==> config.mk <==
export PLATFORM = sky130hd
export DESIGN_NAME = inv_gate_prot
export DESIGN_NICKNAME = d
export VERILOG_FILES = /design/src/rtl/inv_prot_pkg.sv /design/src/rtl/prot_sync.sv /design/src/rtl/prot_fault_timer.sv /design/src/rtl/prot_gate_arm.sv /design/src/rtl/inv_gate_prot.sv
export SDC_FILE = /design/constraint.sdc
export NUM_CORES = 1
export LEC_CHECK = 0
export CORE_MARGIN = 4
export CORE_UTILIZATION = 45
export CTS_BUF_LIST = sky130_fd_sc_hd__clkbuf_4 sky130_fd_sc_hd__clkbuf_8
export CTS_CLUSTER_SIZE = 25
export DETAILED_ROUTE_END_ITERATION = 16
export GPL_TIMING_DRIVEN = 0
export MAX_ROUTING_LAYER = met4
export PLACE_DENSITY_LB_ADDON = 0.25
export SKIP_LAST_GASP = 1
export SYNTH_ARGS = -nofsm -noshare
export SYNTH_HDL_FRONTEND = slang
export SYNTH_SLANG_ARGS = --single-unit
==> constraint.sdc <==
create_clock -name clk -period 1.8 [get_ports clk]
set_clock_uncertainty 0.1 [all_clocks]
set_input_delay 0.18 -clock clk [delete_from_list [all_inputs] [get_ports clk]]
set_output_delay 0.18 -clock clk [all_outputs]
set_load 0.01 [all_outputs]
==> src/rtl/inv_prot_pkg.sv <==
// Package: shared constants for the inverter gate protection sequencer.
// Assumes a three-phase bridge with one upper and one lower switch per phase.
package inv_prot_pkg;
    localparam int PHASES    = 3;
    localparam int SYNC_DEPTH = 2;
    localparam int CNT_W     = 16;
endpackage

==> src/rtl/prot_sync.sv <==
// prot_sync: multi-bit two-flop (or deeper) synchronizer for level signals.
// Assumes every bit is an independent level; no bus coherency is implied.
// RESET_VAL sets the value presented while in reset.
module prot_sync #(
    parameter int         WIDTH     = 1,
    parameter int         DEPTH     = 2,
    parameter logic [0:0] RESET_VAL = 1'b0
) (
    input  logic             clk,
    input  logic             rst_n,
    input  logic [WIDTH-1:0] d_async,
    output logic [WIDTH-1:0] q_sync
);
    logic [WIDTH-1:0] stage [DEPTH];

    // Purpose: shift the asynchronous input through DEPTH flops.
    always_ff @(posedge clk) begin
        if (!rst_n) begin
            for (int i = 0; i < DEPTH; i++) stage[i] <= {WIDTH{RESET_VAL}};
        end else begin
            stage[0] <= d_async;
            for (int i = 1; i < DEPTH; i++) stage[i] <= stage[i-1];
        end
    end

    assign q_sync = stage[DEPTH-1];
endmodule

==> src/rtl/prot_fault_timer.sv <==
// prot_fault_timer: one-shot fault pulse generator.
// A trigger while idle starts a pulse of exactly PULSE_CYCLES cycles;
// triggers during an active pulse are ignored (no restart, no extension).
// Assumes PULSE_CYCLES >= 1 and fits in CNT_W bits.
module prot_fault_timer #(
    parameter int CNT_W        = 16,
    parameter int PULSE_CYCLES = 5000
) (
    input  logic clk,
    input  logic rst_n,
    input  logic trigger,
    output logic active
);
    localparam logic [CNT_W-1:0] LAST = CNT_W'(PULSE_CYCLES - 1);

    logic [CNT_W-1:0] remain;

    // Purpose: load the counter on an idle trigger and count it down to zero.
    always_ff @(posedge clk) begin
        if (!rst_n) begin
            active <= 1'b0;
            remain <= '0;
        end else if (!active) begin
            if (trigger) begin
                active <= 1'b1;
                remain <= LAST;
            end
        end else if (remain == '0) begin
            active <= 1'b0;
        end else begin
            remain <= remain - 1'b1;
        end
    end
endmodule

==> src/rtl/prot_gate_arm.sv <==
// prot_gate_arm: re-arm gate for one switch.
// The output follows the synchronized command only while armed and unblocked.
// Any blocking condition clears the arm; only a command rising edge seen
// while unblocked sets it again. Assumes cmd_s is already synchronized.
module prot_gate_arm (
    input  logic clk,
    input  logic rst_n,
    input  logic cmd_s,
    input  logic block,
    output logic drv
);
    logic cmd_q;
    logic armed;
    logic cmd_rise;

    assign cmd_rise = cmd_s & ~cmd_q;

    // Purpose: remember the previous command for edge detection.
    always_ff @(posedge clk) begin
        if (!rst_n) cmd_q <= 1'b0;
        else        cmd_q <= cmd_s;
    end

    // Purpose: clear on any block, set on an unblocked command rising edge.
    always_ff @(posedge clk) begin
        if (!rst_n)        armed <= 1'b0;
        else if (block)    armed <= 1'b0;
        else if (cmd_rise) armed <= 1'b1;
    end

    assign drv = armed & cmd_s & ~block;
endmodule

==> src/rtl/inv_gate_prot.sv <==
// inv_gate_prot: protection sequencer for a six-switch three-phase bridge.
// Synchronizes commands and flags, blocks lower switches on lower-supply
// undervoltage, overcurrent trip or active fault pulse, blocks each upper
// switch on its own bias undervoltage, and times the active-low fault pulse.
// Assumes flags are high when the condition is present.
module inv_gate_prot
    import inv_prot_pkg::*;
#(
    parameter int PULSE_CYCLES = 5000
) (
    input  logic              clk,
    input  logic              rst_n,
    input  logic [PHASES-1:0] cmd_hi,
    input  logic [PHASES-1:0] cmd_lo,
    input  logic              lsuv_async,
    input  logic [PHASES-1:0] hsuv_async,
    input  logic              sc_async,
    output logic [PHASES-1:0] drv_hi,
    output logic [PHASES-1:0] drv_lo,
    output logic              flt_n
);
    logic [PHASES-1:0] cmd_hi_s, cmd_lo_s, hsuv_s;
    logic              lsuv_s, sc_s, lsuv_q, sc_q;
    logic              fault_evt, pulse_on, lo_block;

    // Commands reset to idle.
    prot_sync #(.WIDTH(2*PHASES), .DEPTH(SYNC_DEPTH), .RESET_VAL(1'b0)) u_cmd_sync (
        .clk(clk), .rst_n(rst_n),
        .d_async({cmd_hi, cmd_lo}), .q_sync({cmd_hi_s, cmd_lo_s})
    );
    // Supply flags reset to undervoltage so power-up waits for a good supply.
    prot_sync #(.WIDTH(PHASES+1), .DEPTH(SYNC_DEPTH), .RESET_VAL(1'b1)) u_uv_sync (
        .clk(clk), .rst_n(rst_n),
        .d_async({hsuv_async, lsuv_async}), .q_sync({hsuv_s, lsuv_s})
    );
    prot_sync #(.WIDTH(1), .DEPTH(SYNC_DEPTH), .RESET_VAL(1'b0)) u_sc_sync (
        .clk(clk), .rst_n(rst_n),
        .d_async(sc_async), .q_sync(sc_s)
    );

    // Purpose: delay lower-side fault flags for rising-edge event detection.
    always_ff @(posedge clk) begin
        if (!rst_n) begin
            lsuv_q <= 1'b1;
            sc_q   <= 1'b0;
        end else begin
            lsuv_q <= lsuv_s;
            sc_q   <= sc_s;
        end
    end

    assign fault_evt = (lsuv_s & ~lsuv_q) | (sc_s & ~sc_q);

    prot_fault_timer #(.CNT_W(CNT_W), .PULSE_CYCLES(PULSE_CYCLES)) u_timer (
        .clk(clk), .rst_n(rst_n), .trigger(fault_evt), .active(pulse_on)
    );

    assign lo_block = lsuv_s | sc_s | pulse_on;
    assign flt_n    = ~pulse_on;

    for (genvar p = 0; p < PHASES; p++) begin : g_phase
        prot_gate_arm u_hi (
            .clk(clk), .rst_n(rst_n), .cmd_s(cmd_hi_s[p]),
            .block(hsuv_s[p]), .drv(drv_hi[p])
        );
        prot_gate_arm u_lo (
            .clk(clk), .rst_n(rst_n), .cmd_s(cmd_lo_s[p]),
            .block(lo_block), .drv(drv_lo[p])
        );
    end
endmodule

==> run summary <==
Outcome - complete, but fails checks
Failing checks - negative setup slack
Slowest-stage cell, CP - or4_4
Post-Place Cells - 270
Reg2reg setup slack - -0.13 ns
Worst-Margin Slew - 0.501 ns
RSZ-0062 raised after global routing - true
Startpoint types - flip-flop
Final Setup Violations - 8
Reg2reg start - u_timer.remain[1]
Ys async rst share - 0
Die Ht - 75.0 µm
Worst path depth - 7
Post-synthesis sequential area ratio - 0.526
Root Buffer - clkbuf_8
Post-synth cell types - 41
Vias in the first global route - 1312
Fmax - 518 MHz
Post-layout util - 0.593
Htree depth - 2
Endpoints failing hold - 0
First-pass GRT wire length - 5.68 mm
Num ports - 20
Routability cong. - 0.826
Top Family by Delay on Critical Path - simple AND/OR/NAND/NOR gates
CP Cell Sequence - inv_2 > ha_4 > nor3b_4 > and4_4 > nand3_4 > or4_4 > a21oi_2
WP data arrival - 2.07 ns
Finished Cell Area - 0.00258 mm²
Detailed-route DRC error count - 0
Max_cap viols - 0
Hold Path Class - in2reg
Synth area leader - dfxtp_1
Net Count, Synth - 214
Antenna diodes - 0
ANT nets after route - 0
Slew HR - 0.666
CP endpoint kind - flip-flop
Post-place setup slack - -0.151 ns
WS Path Type - reg2reg
Initial antenna violation count - 0
Largest net degree at the start of global routing - 18
Post-synth top flop - dfxtp_1
Gr usage total - 0.138
EDFF count, synth - 0
P_leak - 1.03 nW
CP peak stage delay - 0.49 ns
Crit path max fanout - 4
Fin cells - 291
DP Area - 0.00227 mm²
DR iter-0 viols - 43
CTS tree - built
Crit path from - u_timer.remain[1]
Yosys reg bits - 53
Hpwl dp - 2.23 mm
Clock Latency Late Sink - 0.30 ns
WP buf/inv - 1
TritonCTS Sinks - 53
Leading post-synthesis cells by cell area - dfxtp_1 53%, and2_1 6.8%, nand2b_1 3.1%
Via count - 1454
Post-Syn Area - 0.00202 mm²
Routed len/inst - 11.9 µm
Power per cell area - 1030 mW/mm²
Final WS setup - -0.131 ns
Worst-case reg-to-reg path depth - 7
Top-area cell type share of the netlist area - 0.526
Total gr overflow - 0
Final net count - 252
Reg2reg end - u_timer.remain[14]
Final Max Tran Viols - 0
Total iterations of the first detailed-routing run - 4
Die Wd - 75.0 µm
Critical path required time - 1.94 ns
Final WL - 3.45 mm
Reg clk slew, reported paths - 0.09 ns
Post-DR vias/cell - 5.00
Worst VDD drop - 0.608 mV
CTS Buf Count - 5
Synth warn - 0
Row cnt - 24
PortBufs - 18
Avg Inst Size Synth - 10.1 µm²
Tmin final - 1.93 ns
Bufs on Longest Clock Path - 2
Hold Buf Count CTS - 0
Die area - 0.00562 mm²
Crit path to - u_timer.remain[14]
Final period utilization - 1.07
Initial Util - 0.464
Share of cells above drive strength 1 - 0.264
Area Growth Syn to Fin - 28.0%
Post-Synthesis Cells - 200
Core area - 0.00435 mm²
[metal layers]
| metal | vias up | part of all wire | track usage |
|---|---|---|---|
| met4 | 0 | 0.025 | 0.0593 |
| met2 | 22 | 0.51 | 0.221 |
| met1 | 674 | 0.43 | 0.157 |
| met3 | 8 | 0.040 | 0.0441 |
| li1 | 750 | - | - |
| met5 | - | 0 | - |
[cells by family (layout without fill, tap and decap cells)]
family | count (synthesis) | in the layout | share of synthesized area
AOI/OAI and AO/OA | 33 | 33 | 0.111
xor gates and xnor gates | 10 | 10 | 0.0434
and+or+nand+nor | 80 | 80 | 0.257
adders and majority gates | 1 | 1 | 0.00620
buffers and inverters | 23 | 62 | 0.0564
DFF | 53 | 53 | 0.526
[state kept, by name (all words and copies together), names as in the netlist]
register / count
sc_q: 1
u_sc_sync.stage: 2
u_timer.active: 1
u_timer.remain: 16
g_phase.u_hi.cmd_q: 3
g_phase.u_lo.cmd_q: 3
lsuv_q: 1
g_phase.u_hi.armed: 3
g_phase.u_lo.armed: 3
u_cmd_sync.stage: 12
u_uv_sync.stage: 8
[worst min-delay path by stage]
stage | slack (ns) | start | cells after the start | to
6_report | 0.13 | rst_n | 2 | u_uv_sync.stage[0][3]
3_3_place_gp | 0.29 | u_uv_sync.stage[0][2] | 1 | u_uv_sync.stage[0][6]
5_1_grt | 0.12 | rst_n | 2 | u_cmd_sync.stage[0][11]
4_1_cts | 0.12 | rst_n | 2 | u_cmd_sync.stage[0][11]
3_5_place_dp | 0.29 | u_uv_sync.stage[0][0] | 1 | u_uv_sync.stage[0][4]
2_1_floorplan | 0.18 | lsuv_async | 1 | u_uv_sync.stage[0][0]
[report_power, final]
group          internal [mW]  switching (mW)  total [mW]
Sequential              1.25          0.0842        1.34
Clock                  0.320           0.382       0.701
Combinational          0.319           0.301       0.620
Total                   1.89           0.767        2.66
[cell usage in the layout, fill, tap and decap left out, types with 3 or more instances in the layout]
cell | netlist | routed
xor2_1 | 6 | 6
nand2b_1 | 10 | 10
and2_1 | 22 | 22
and3_1 | 3 | 3
a21oi_2 | 0 | 3
xnor2_1 | 4 | 4
o211ai_1 | 4 | 4
clkbuf_8 | 0 | 6
or3_1 | 3 | 3
clkbuf_1 | 3 | 3
dfxtp_2 | 0 | 5
clkdlybuf4s50_1 | 0 | 14
nor2_1 | 15 | 14
buf_4 | 7 | 19
a21oi_1 | 12 | 9
nor3b_1 | 3 | 3
dfxtp_1 | 53 | 48
inv_1 | 12 | 10
and3b_1 | 3 | 3
[synthesized netlist by cell type (3+ instances only)]
master	instances
dfxtp_1	53
and2_1	22
nor2_1	15
a21oi_1	12
inv_1	12
nand2b_1	10
buf_4	7
xor2_1	6
o211ai_1	4
xnor2_1	4
and3_1	3
and3b_1	3
clkbuf_1	3
nor3_1	3
nor3b_1	3
or3_1	3
or4_1	3
[stage by stage]
| step | total power [mW] | hold slack [ns] | TNS, ns |
|---|---|---|---|
| after floorplan | 1.67 | 0.181 | -0.00272 |
| after global placement | 1.77 | 0.289 | -0.917 |
| after detailed placement | 1.77 | 0.295 | -0.913 |
| after CTS | 2.53 | 0.120 | -0.342 |
| after global routing | 2.83 | 0.123 | -1.94 |
| final | 2.66 | 0.125 | -0.366 |
[repair_timing]
action,4_1_cts,5_1_grt
hold endpoints to repair,0,0
buffers inserted,7,6
cloned,0,0
resized for setup,7,28
pin swaps,4,17
setup endpoints to repair,13,20
[area by class of cell]
class | count | area [µm²]
fillers | 389 | 1770
flip-flops and latches | 53 | 1070
multi-input cells | 124 | 965
repair buffers | 31 | 269
clock buffers | 6 | 82.6
plain buffers | 11 | 72.6
well taps | 52 | 65.1
inverters | 12 | 45.0
clock inverters | 2 | 17.5
(Power assumes the default switching activity.)
